## src/rtl/step_trap_pkg.sv

```systemverilog
package step_trap_pkg;
    localparam int WORD_W   = 16;
    localparam int SEL_W    = 3;
    localparam int STEP_BIT = 3;
    localparam int SLOTS    = 4;

    typedef logic [WORD_W-1:0] word_t;
    typedef logic [SEL_W-1:0]  sel_t;

    localparam sel_t SLOT_PC  = sel_t'(0);
    localparam sel_t SLOT_SR  = sel_t'(1);
    localparam sel_t SLOT_SP  = sel_t'(2);
    localparam sel_t SLOT_VEC = sel_t'(3);

    typedef struct packed {
        word_t pc;
        word_t sr;
        word_t sp;
    } ctx_t;

    function automatic word_t drop_step(input word_t sr);
        word_t r;
        r = sr;
        r[STEP_BIT] = 1'b0;
        return r;
    endfunction
endpackage

```

## src/rtl/trap_arbiter.sv

```systemverilog
module trap_arbiter
    import step_trap_pkg::*;
(
    input  logic  fetch,
    input  logic  step_on,
    input  logic  after_ret,
    input  logic  irq_req,
    input  word_t irq_vec,
    input  word_t step_vec,
    output logic  take,
    output logic  is_step,
    output word_t target
);
    logic step_hit;
    logic irq_hit;

    always_comb begin
        step_hit = fetch && step_on && !after_ret;
        irq_hit  = fetch && irq_req && !step_on;
        take     = step_hit || irq_hit;
        is_step  = step_hit;
        target   = step_hit ? step_vec : irq_vec;
    end
endmodule

```

## src/rtl/shadow_bank.sv

```systemverilog
module shadow_bank
    import step_trap_pkg::*;
(
    input  logic  clk,
    input  logic  rst,
    input  logic  save,
    input  ctx_t  ctx_in,
    input  logic  wr,
    input  sel_t  sel,
    input  word_t wdata,
    output ctx_t  ctx_q,
    output word_t step_vec,
    output word_t rdata
);
    always_ff @(posedge clk) begin
        if (rst) begin
            ctx_q    <= '0;
            step_vec <= '0;
        end else begin
            if (save) begin
                ctx_q <= ctx_in;
            end else if (wr) begin
                if (sel == SLOT_PC) ctx_q.pc <= wdata;
                if (sel == SLOT_SR) ctx_q.sr <= wdata;
                if (sel == SLOT_SP) ctx_q.sp <= wdata;
            end
            if (wr && sel == SLOT_VEC) step_vec <= wdata;
        end
    end

    always_comb begin
        case (sel)
            SLOT_PC:  rdata = ctx_q.pc;
            SLOT_SR:  rdata = ctx_q.sr;
            SLOT_SP:  rdata = ctx_q.sp;
            SLOT_VEC: rdata = step_vec;
            default:  rdata = '0;
        endcase
    end

    assert_save_ctx_R4: assert property (@(posedge clk) disable iff (rst)
        save |=> (ctx_q.pc == $past(ctx_in.pc)) && (ctx_q.sr == $past(ctx_in.sr))
                 && (ctx_q.sp == $past(ctx_in.sp)));

    assert_unused_slot_R8: assert property (@(posedge clk) disable iff (rst)
        (wr && !save && int'(sel) >= SLOTS) |=> $stable(ctx_q) && $stable(step_vec));

    assert_unused_read_R7: assert property (@(posedge clk) disable iff (rst)
        (int'(sel) >= SLOTS) |-> rdata == '0);
endmodule

```

## src/rtl/step_trap_unit.sv

```systemverilog
module step_trap_unit
    import step_trap_pkg::*;
(
    input  logic        clk,
    input  logic        rst,
    input  logic        fetch,
    input  logic [15:0] cur_pc,
    input  logic [15:0] cur_sr,
    input  logic [15:0] cur_sp,
    input  logic        irq_req,
    input  logic [15:0] irq_vec,
    input  logic        rti,
    input  logic [2:0]  sh_sel,
    input  logic        sh_wr,
    input  logic [15:0] sh_wdata,
    output logic [15:0] sh_rdata,
    output logic        trap_taken,
    output logic        trap_is_step,
    output logic [15:0] isr_addr,
    output logic [15:0] sr_out,
    output logic [15:0] ret_pc,
    output logic [15:0] ret_sr,
    output logic [15:0] ret_sp
);
    logic  after_ret;
    ctx_t  live_ctx;
    ctx_t  saved_ctx;
    word_t step_vec;

    // set by a return, cleared by the first fetch that follows it
    always_ff @(posedge clk) begin
        if (rst)        after_ret <= 1'b0;
        else if (rti)   after_ret <= 1'b1;
        else if (fetch) after_ret <= 1'b0;
    end

    assign live_ctx = '{pc: cur_pc, sr: cur_sr, sp: cur_sp};

    trap_arbiter u_arb (
        .fetch     (fetch),
        .step_on   (cur_sr[STEP_BIT]),
        .after_ret (after_ret),
        .irq_req   (irq_req),
        .irq_vec   (irq_vec),
        .step_vec  (step_vec),
        .take      (trap_taken),
        .is_step   (trap_is_step),
        .target    (isr_addr)
    );

    shadow_bank u_bank (
        .clk      (clk),
        .rst      (rst),
        .save     (trap_taken),
        .ctx_in   (live_ctx),
        .wr       (sh_wr),
        .sel      (sh_sel),
        .wdata    (sh_wdata),
        .ctx_q    (saved_ctx),
        .step_vec (step_vec),
        .rdata    (sh_rdata)
    );

    assign sr_out = trap_taken ? drop_step(cur_sr) : cur_sr;
    assign ret_pc = saved_ctx.pc;
    assign ret_sr = saved_ctx.sr;
    assign ret_sp = saved_ctx.sp;

    assert_step_fires_R1: assert property (@(posedge clk) disable iff (rst)
        (fetch && cur_sr[STEP_BIT] && !after_ret) |-> trap_taken && trap_is_step
                                                     && isr_addr == step_vec);

    assert_no_irq_when_step_R2: assert property (@(posedge clk) disable iff (rst)
        cur_sr[STEP_BIT] |-> !(trap_taken && !trap_is_step));

    assert_step_cleared_R5: assert property (@(posedge clk) disable iff (rst)
        trap_taken |-> !sr_out[STEP_BIT]);

    assert_skip_after_ret_R6: assert property (@(posedge clk) disable iff (rst)
        rti |=> !trap_is_step);

    assert_no_trap_idle_R1: assert property (@(posedge clk) disable iff (rst)
        !fetch |-> !trap_taken);
endmodule

```

## config.mk

```make
export PLATFORM = sky130hd
export DESIGN_NAME = step_trap_unit
export DESIGN_NICKNAME = d
export VERILOG_FILES = /design/src/rtl/step_trap_pkg.sv /design/src/rtl/trap_arbiter.sv /design/src/rtl/shadow_bank.sv /design/src/rtl/step_trap_unit.sv
export SDC_FILE = /design/constraint.sdc
export NUM_CORES = 1
export LEC_CHECK = 0
export BUFFER_PORTS_ARGS = -buffer_cell sky130_fd_sc_hd__buf_2
export CAP_MARGIN = 20
export CORE_MARGIN = 2
export CORE_UTILIZATION = 51
export CTS_CLUSTER_DIAMETER = 60
export CTS_CLUSTER_SIZE = 16
export DETAILED_ROUTE_END_ITERATION = 6
export GPL_TIMING_DRIVEN = 0
export HOLD_SLACK_MARGIN = 0.1
export PLACE_DENSITY = 0.87
export SYNTH_ARGS = -nofsm -noshare
export SYNTH_HDL_FRONTEND = slang
export SYNTH_HIERARCHICAL = 1
export SYNTH_SLANG_ARGS = --single-unit
```

## constraint.sdc

```tcl
create_clock -name clk -period 5.9 [get_ports clk]
set_clock_uncertainty 0.1 [all_clocks]
set_input_delay 0 -clock clk [delete_from_list [all_inputs] [get_ports clk]]
set_output_delay 0 -clock clk [all_outputs]
set_load 0.01 [all_outputs]
```

# Word-level counts from Yosys, hierarchy flattened

Cells that the tools add are included.

Equal/unequal tests: 3
Muxes and demuxes: 10
Reduce and logical (&&, ||, !) cells: 17

Operators with widths:

| operator                                             | number |
|---|---|
| two-way mux 48 bit                                   | 2 |
| two-way mux 16 bit                                   | 4 |
| one-hot mux 16 bit (4 select lines)                  | 1 |
| nonzero test 2 bit                                   | 5 |
| equality test 3 x 2 -> 1 bit (second input constant) | 2 |
| AND reduction 2 bit                                  | 3 |
| logical AND 1 bit                                    | 5 |
| two-way mux 4 bit                                    | 1 |
| equality test 3 x 1 -> 1 bit (second input constant) | 1 |
| zero test 3 bit                                      | 1 |
| zero test 1 bit                                      | 2 |
| two-way mux 1 bit                                    | 2 |
| logical OR 1 bit                                     | 1 |

Flip-flop bits (word level): 65
Output and inout port bits: 98
Word-level logic and storage cells: 35

# Depth between registers and ports, before layout

Depth in word-level cells: 5
Mapped depth: 6

# By module

Netlist, hierarchy kept.

By module, submodules not included:

| module         | times used | cells each | area each (sq um) | sequential area each (sq um) |
|---|---|---|---|---|
| shadow_bank    | 1          | 346        | 3,453.3           | 1,281.2 |
| trap_arbiter   | 1          | 22         | 270.3             | 0.0 |
| step_trap_unit | 1          | 20         | 157.7             | 20.0 |

# Least setup slack after synthesis

Ideal clock, no wire load.

Path kind: register to register
Start point: register after_ret
End point: register u_bank/ctx_q[20] in the netlist's numbering
Data arrival time: 2.066 ns
Path slack: 3.631 ns
Cell stages (with the launch flop): 7
Clock period less this slack: 2.269 ns
Cells stage by stage: dfxtp_1 -> or2b_1 -> a21boi_0 -> buf_2 -> clkbuf_1 -> nor2_1 -> a2111oi_2

Cells in the longest elaborated chain, start to end: 5
Elaborated cells on any way between the ends: 7
Those cells by class: mux: 1; reduce/logical: 6

Ends and longest elaborated chain:

| what                                 | RTL line             | text |
|---|---|---|
| from (decl)                          | step_trap_unit.sv:25 | `logic after_ret;` |
| from (signal assigned)               | step_trap_unit.sv:32 | `if (rst) after_ret <= 1'b0;` |
| from (signal assigned)               | step_trap_unit.sv:33 | `else if (rti) after_ret <= 1'b1;` |
| from (signal assigned)               | step_trap_unit.sv:34 | `else if (fetch) after_ret <= 1'b0;` |
| zero test 1 bit *                    | trap_arbiter.sv:18   | `step_hit = fetch && step_on && !after_ret;` |
| logical AND 1 bit *                  | trap_arbiter.sv:18   |  |
| logical OR 1 bit *                   | trap_arbiter.sv:20   | `take = step_hit \|\| irq_hit;` |
| named net trap_taken                 | step_trap_unit.sv:17 | `output logic trap_taken,` |
| nonzero test 2 bit (no source line)  | -                    |  |
| AND reduction 2 bit (no source line) | -                    |  |
| to (signal assigned)                 | shadow_bank.sv:21    | `ctx_q <= ctx_in;` |
| to (decl)                            | shadow_bank.sv:11    | `output ctx_t ctx_q,` |

Mark *: on every way through the listed nets, which the timed path passes. The rest lies on a longest branch.
A chain may end at the register's enable or synchronous reset.

# Worst setup path after layout

Start point: input cur_sr[3]
End point: register u_bank/ctx_q[34] in the netlist's numbering

Cells in the longest elaborated chain, start to end: 5
Elaborated cells on any way between the ends: 9
Those cells by class: mux: 1; reduce/logical: 8

Ends and longest elaborated chain:

| what                                                 | RTL line                               | text |
|---|---|---|
| from (decl)                                          | step_trap_unit.sv:8                    | `input logic [15:0] cur_sr,` |
| logical AND 1 bit or zero test 1 bit (tied branches) | trap_arbiter.sv:18, trap_arbiter.sv:19 |  |
| logical AND 1 bit, on equally long branches          | trap_arbiter.sv:18, trap_arbiter.sv:19 |  |
| logical OR 1 bit *                                   | trap_arbiter.sv:20                     |  |
| nonzero test 2 bit (no source line)                  | -                                      |  |
| AND reduction 2 bit (no source line)                 | -                                      |  |

Mark *: on every way between the ends. The rest lies on a longest branch, timed or not.

==> results.md <==
| Result | Reported | Unit |
|---|---|---|
| Final setup TNS | 0 | ns |
| Number of sinks handled by clock tree synthesis | 65 | - |
| Cell area after synthesis | 3880 | um^2 |
| Cell area after layout | 5860 | um^2 |
| Num CTS Buffers | 9 | - |
| Classification of the worst setup path | in -> reg | - |
| Cells after synthesis | 388 | - |
| Routed wirelength normalized by instance count | 20.9 | um |
| Detail Route Antenna Nets | 0 | - |
| Outcome | completed | - |
| Std-Cell Core Area | 7290 | um^2 |
| Synthesized area per cell | 10.0 | um^2 |
| Clock power share | 35.1 | % |
| Cell Pwr Density | 226 | nW/um^2 |
| Syn Nets | 477 | - |
| Leakage power total | 2.55 | nW |
| Final number of setup-violating endpoints | 0 | - |
| Top-area cell type share of the netlist area | 33.5 | % |
| Clock Tree Root | clkbuf_8 | - |
| Clk buf depth | 2 | - |
| Type of element launching the critical path | input pin | - |
| Number of global-route vias before repair | 4813 | - |
| Leading cell type in the layout, fill and taps excluded | buf_2 | - |
| CTS tree | yes | - |
| Top cells by area in the synthesized netlist | dfxtp_1 (34%), a2111oi_2 (13%), nor2b_1 (10%) | - |
| Fill cells | 477 | - |
| Crit-path cells | dlygate4sd3_1 -> buf_2 -> or2b_1 -> a21boi_0 -> buf_2 -> clkbuf_1 -> nor3_1 -> a2111oi_0 -> dlygate4sd3_1 | - |
| Crit end category | register | - |
| Worst slack after detailed placement | 3.28 | ns |
| Classification of the worst-slack hold path | in -> reg | - |
| Number of hold violations in the final report | 0 | - |
| Post-detailed-route via-to-cell ratio | 6.07 | - |
| Highest routing layer actually used | met4 | - |
| Worst-path clk slew | 0.07 | ns |
| Layout cell share with drive strength beyond 1 | 46.2 | % |
| Net switching component of the power | 0.395 | mW |
| Cell with the largest stage delay on the worst path | dlygate4sd3_1 | - |
| Placer's final routability congestion estimate | 0.946 | - |
| Final-stage net count | 742 | - |
| Synth cell types | 27 | - |
| Routed length on met2 | 7.68 | mm |
| Total number of vias | 4604 | - |
| Share of total power in combinational logic | 27.3 | % |
| Post-detailed-placement half-perimeter wirelength | 10.3 | mm |
| Sequential share of the synthesized area | 33.5 | % |
| Total routing resource utilization after global routing | 38.5 | % |
| Total placed instance area | 4940 | um^2 |
| Vertical die dimension | 91.2 | um |
| Relative contribution of sequential cells to total power | 37.6 | % |
| Port-buffer cells | 186 | - |
| Die boundary width | 91.2 | um |
| Critical path's largest stage delay | 0.61 | ns |
| F_max | 316 | MHz |
| Library cell with the largest summed area after synthesis | dfxtp_1 | - |
| Normalized max-slew margin | 37.5 | % |
| Die Outline Area | 8320 | um^2 |
| Final worst slack | 2.73 | ns |
| Data required, critical path | 6.08 | ns |
| Row count | 31 | - |
| Total internal power | 0.932 | mW |
| Total number of yosys warnings | 6 | - |
| Postcts setup bufs | 0 | - |
| Initial core utilization | 53.2 | % |
| Antenna violations before repair | 0 | - |
| Overflow left after global routing | 0 | - |
| Final critical path time including I/O delays and setup | 3.17 | ns |
| Most used cells in the layout excluding fill and tap cells | buf_2 (194), dlygate4sd3_1 (68), nor2b_1 (65), dfxtp_1 (65), nor3_1 (48) | - |
| Sum of internal, switching and leakage power | 1.33 | mW |
| Share of the clock period used by the worst path after layout | 53.7 | % |
| Measured slew at the worst slew-check pin | 0.938 | ns |
| Worst ir drop on vdd | 0.164 | mV |
| Wire length on met1 | 5.33 | mm |
| Final number of max-transition violations | 0 | - |
| Maximum fanout along the worst path | 10 | - |
| Detailed Routing Iterations Pass 1 | 7 | - |
| Final wirelength | 15.8 | mm |
| Initial DRC Count | 448 | - |
| Number of H-tree levels | 3 | - |
| Io pins | 187 | - |
| DR DRC count | 0 | - |
| Area overhead of the layout relative to synthesis | 51.0 | % |
| Largest net degree at the start of global routing | 13 | - |
| RSZ-0062 raised after global routing | false | - |
| Global-route wire length before repair | 24.7 | mm |
| Data arrival time at the worst-slack endpoint | 3.35 | ns |
| Number of storage elements in the synthesis netlist | 65 | - |
| Skew-Pair Late Insertion Delay | 0.34 | ns |
| Max Cap Violations | 0 | - |
| Net Sw Frac | 29.8 | % |
| Met3 wirelength from detailed routing | 1.87 | mm |
## cells by family after synthesis
| group | count (synthesis) | synth area share, % |
|---|---|---|
| AND/OR/NAND/NOR | 170 | 24.2 |
| buffers and inverters | 55 | 8.48 |
| AO/OA/AOI/OAI | 66 | 19.0 |
| flip-flops | 65 | 33.5 |
| multiplexers | 32 | 14.8 |
## final timing paths
path	slack, ns	depth (start not counted)	to	start
hold reg to reg	0.38	2	u_bank/step_vec[10]	u_bank/step_vec[10]
setup reg to reg	2.75	7	u_bank/ctx_q[34]	after_ret
hold / removal	0.17	4	u_bank/ctx_q[0]	sh_sel[2]
setup / recovery	2.73	9	u_bank/ctx_q[34]	cur_sr[3]
## power by group through the flow
stage / Sequential [mW] / Combinational (mW) / Clock [mW]
CTS: 0.497 / 0.352 / 0.464
floorplan: 0.514 / 0.178 / 0
global route: 0.502 / 0.383 / 0.487
detailed placement: 0.506 / 0.314 / 0
global placement: 0.504 / 0.304 / 0
finish: 0.499 / 0.363 / 0.465
## registers in the layout (all words and copies together), names as in the netlist
register,count
after_ret,1
u_bank/ctx_q,48
u_bank/step_vec,16
## cell usage after synthesis
cell type and n:
a2111oi_2 33, nor3_1 48, and4bb_4 1, or2b_1 1
mux2_4 9, a21oi_1 16, a21oi_2 1, buf_4 18
dfxtp_1 65, nand2_1 32, and4bb_2 1, buf_2 8
nor2_1 16, mux2_2 7, nor2b_1 65, mux4_2 16
nand3b_4 1, a2111oi_1 12, clkbuf_1 21, a2111oi_0 3
and4b_1 1, nand2b_1 2, buf_6 6, inv_1 2
a21boi_0 1, nand4b_1 1, nor4b_4 1
## final cells by class
| cell class | instances | area (um^2) | share of cell area (%) |
|---|---|---|---|
| multi-input cells | 268 | 2250 | 38.4 |
| flip-flops and latches | 65 | 1300 | 22.2 |
| well taps | 99 | 124 | 2.11 |
| clock inverters | 7 | 119 | 2.03 |
| plain buffers | 53 | 322 | 5.49 |
| inverters | 2 | 7.51 | 0.128 |
| repair buffers | 254 | 1610 | 27.5 |
| diodes | 1 | 2.50 | 0.0427 |
| clock buffers | 9 | 124 | 2.11 |
## routing by layer
| metal | up-vias | GRT usage [%] |
|---|---|---|
| met2 | 436 | 64.9 |
| met1 | 2096 | 43.7 |
| met5 | - | 0 |
| met3 | 118 | 9.21 |
| li1 | 1954 | - |
| met4 | 0 | 23.9 |
## metrics by stage
step | instances | hold slack, ns | utilization (%)
floorplan | 388 | -0.0376 | -
global placement | 673 | 0.0845 | 67.7
detailed placement | 673 | 0.0838 | 67.7
CTS | 757 | 0.142 | 80.4
global route | 757 | 0.163 | 80.4
finish | 758 | 0.171 | 80.4
## critical path: cells and delay by family
family	cells	cell delay, ns
buffers and inverters	5	2.08
AO/OA/AOI/OAI	2	0.90
AND/OR/NAND/NOR	2	0.34
## timing repair
action                    CTS  global route
hold endpoints to repair   65             0
hold buffers               68             0
gates resized for setup     0             0
Power figures use the tool's default switching activity.
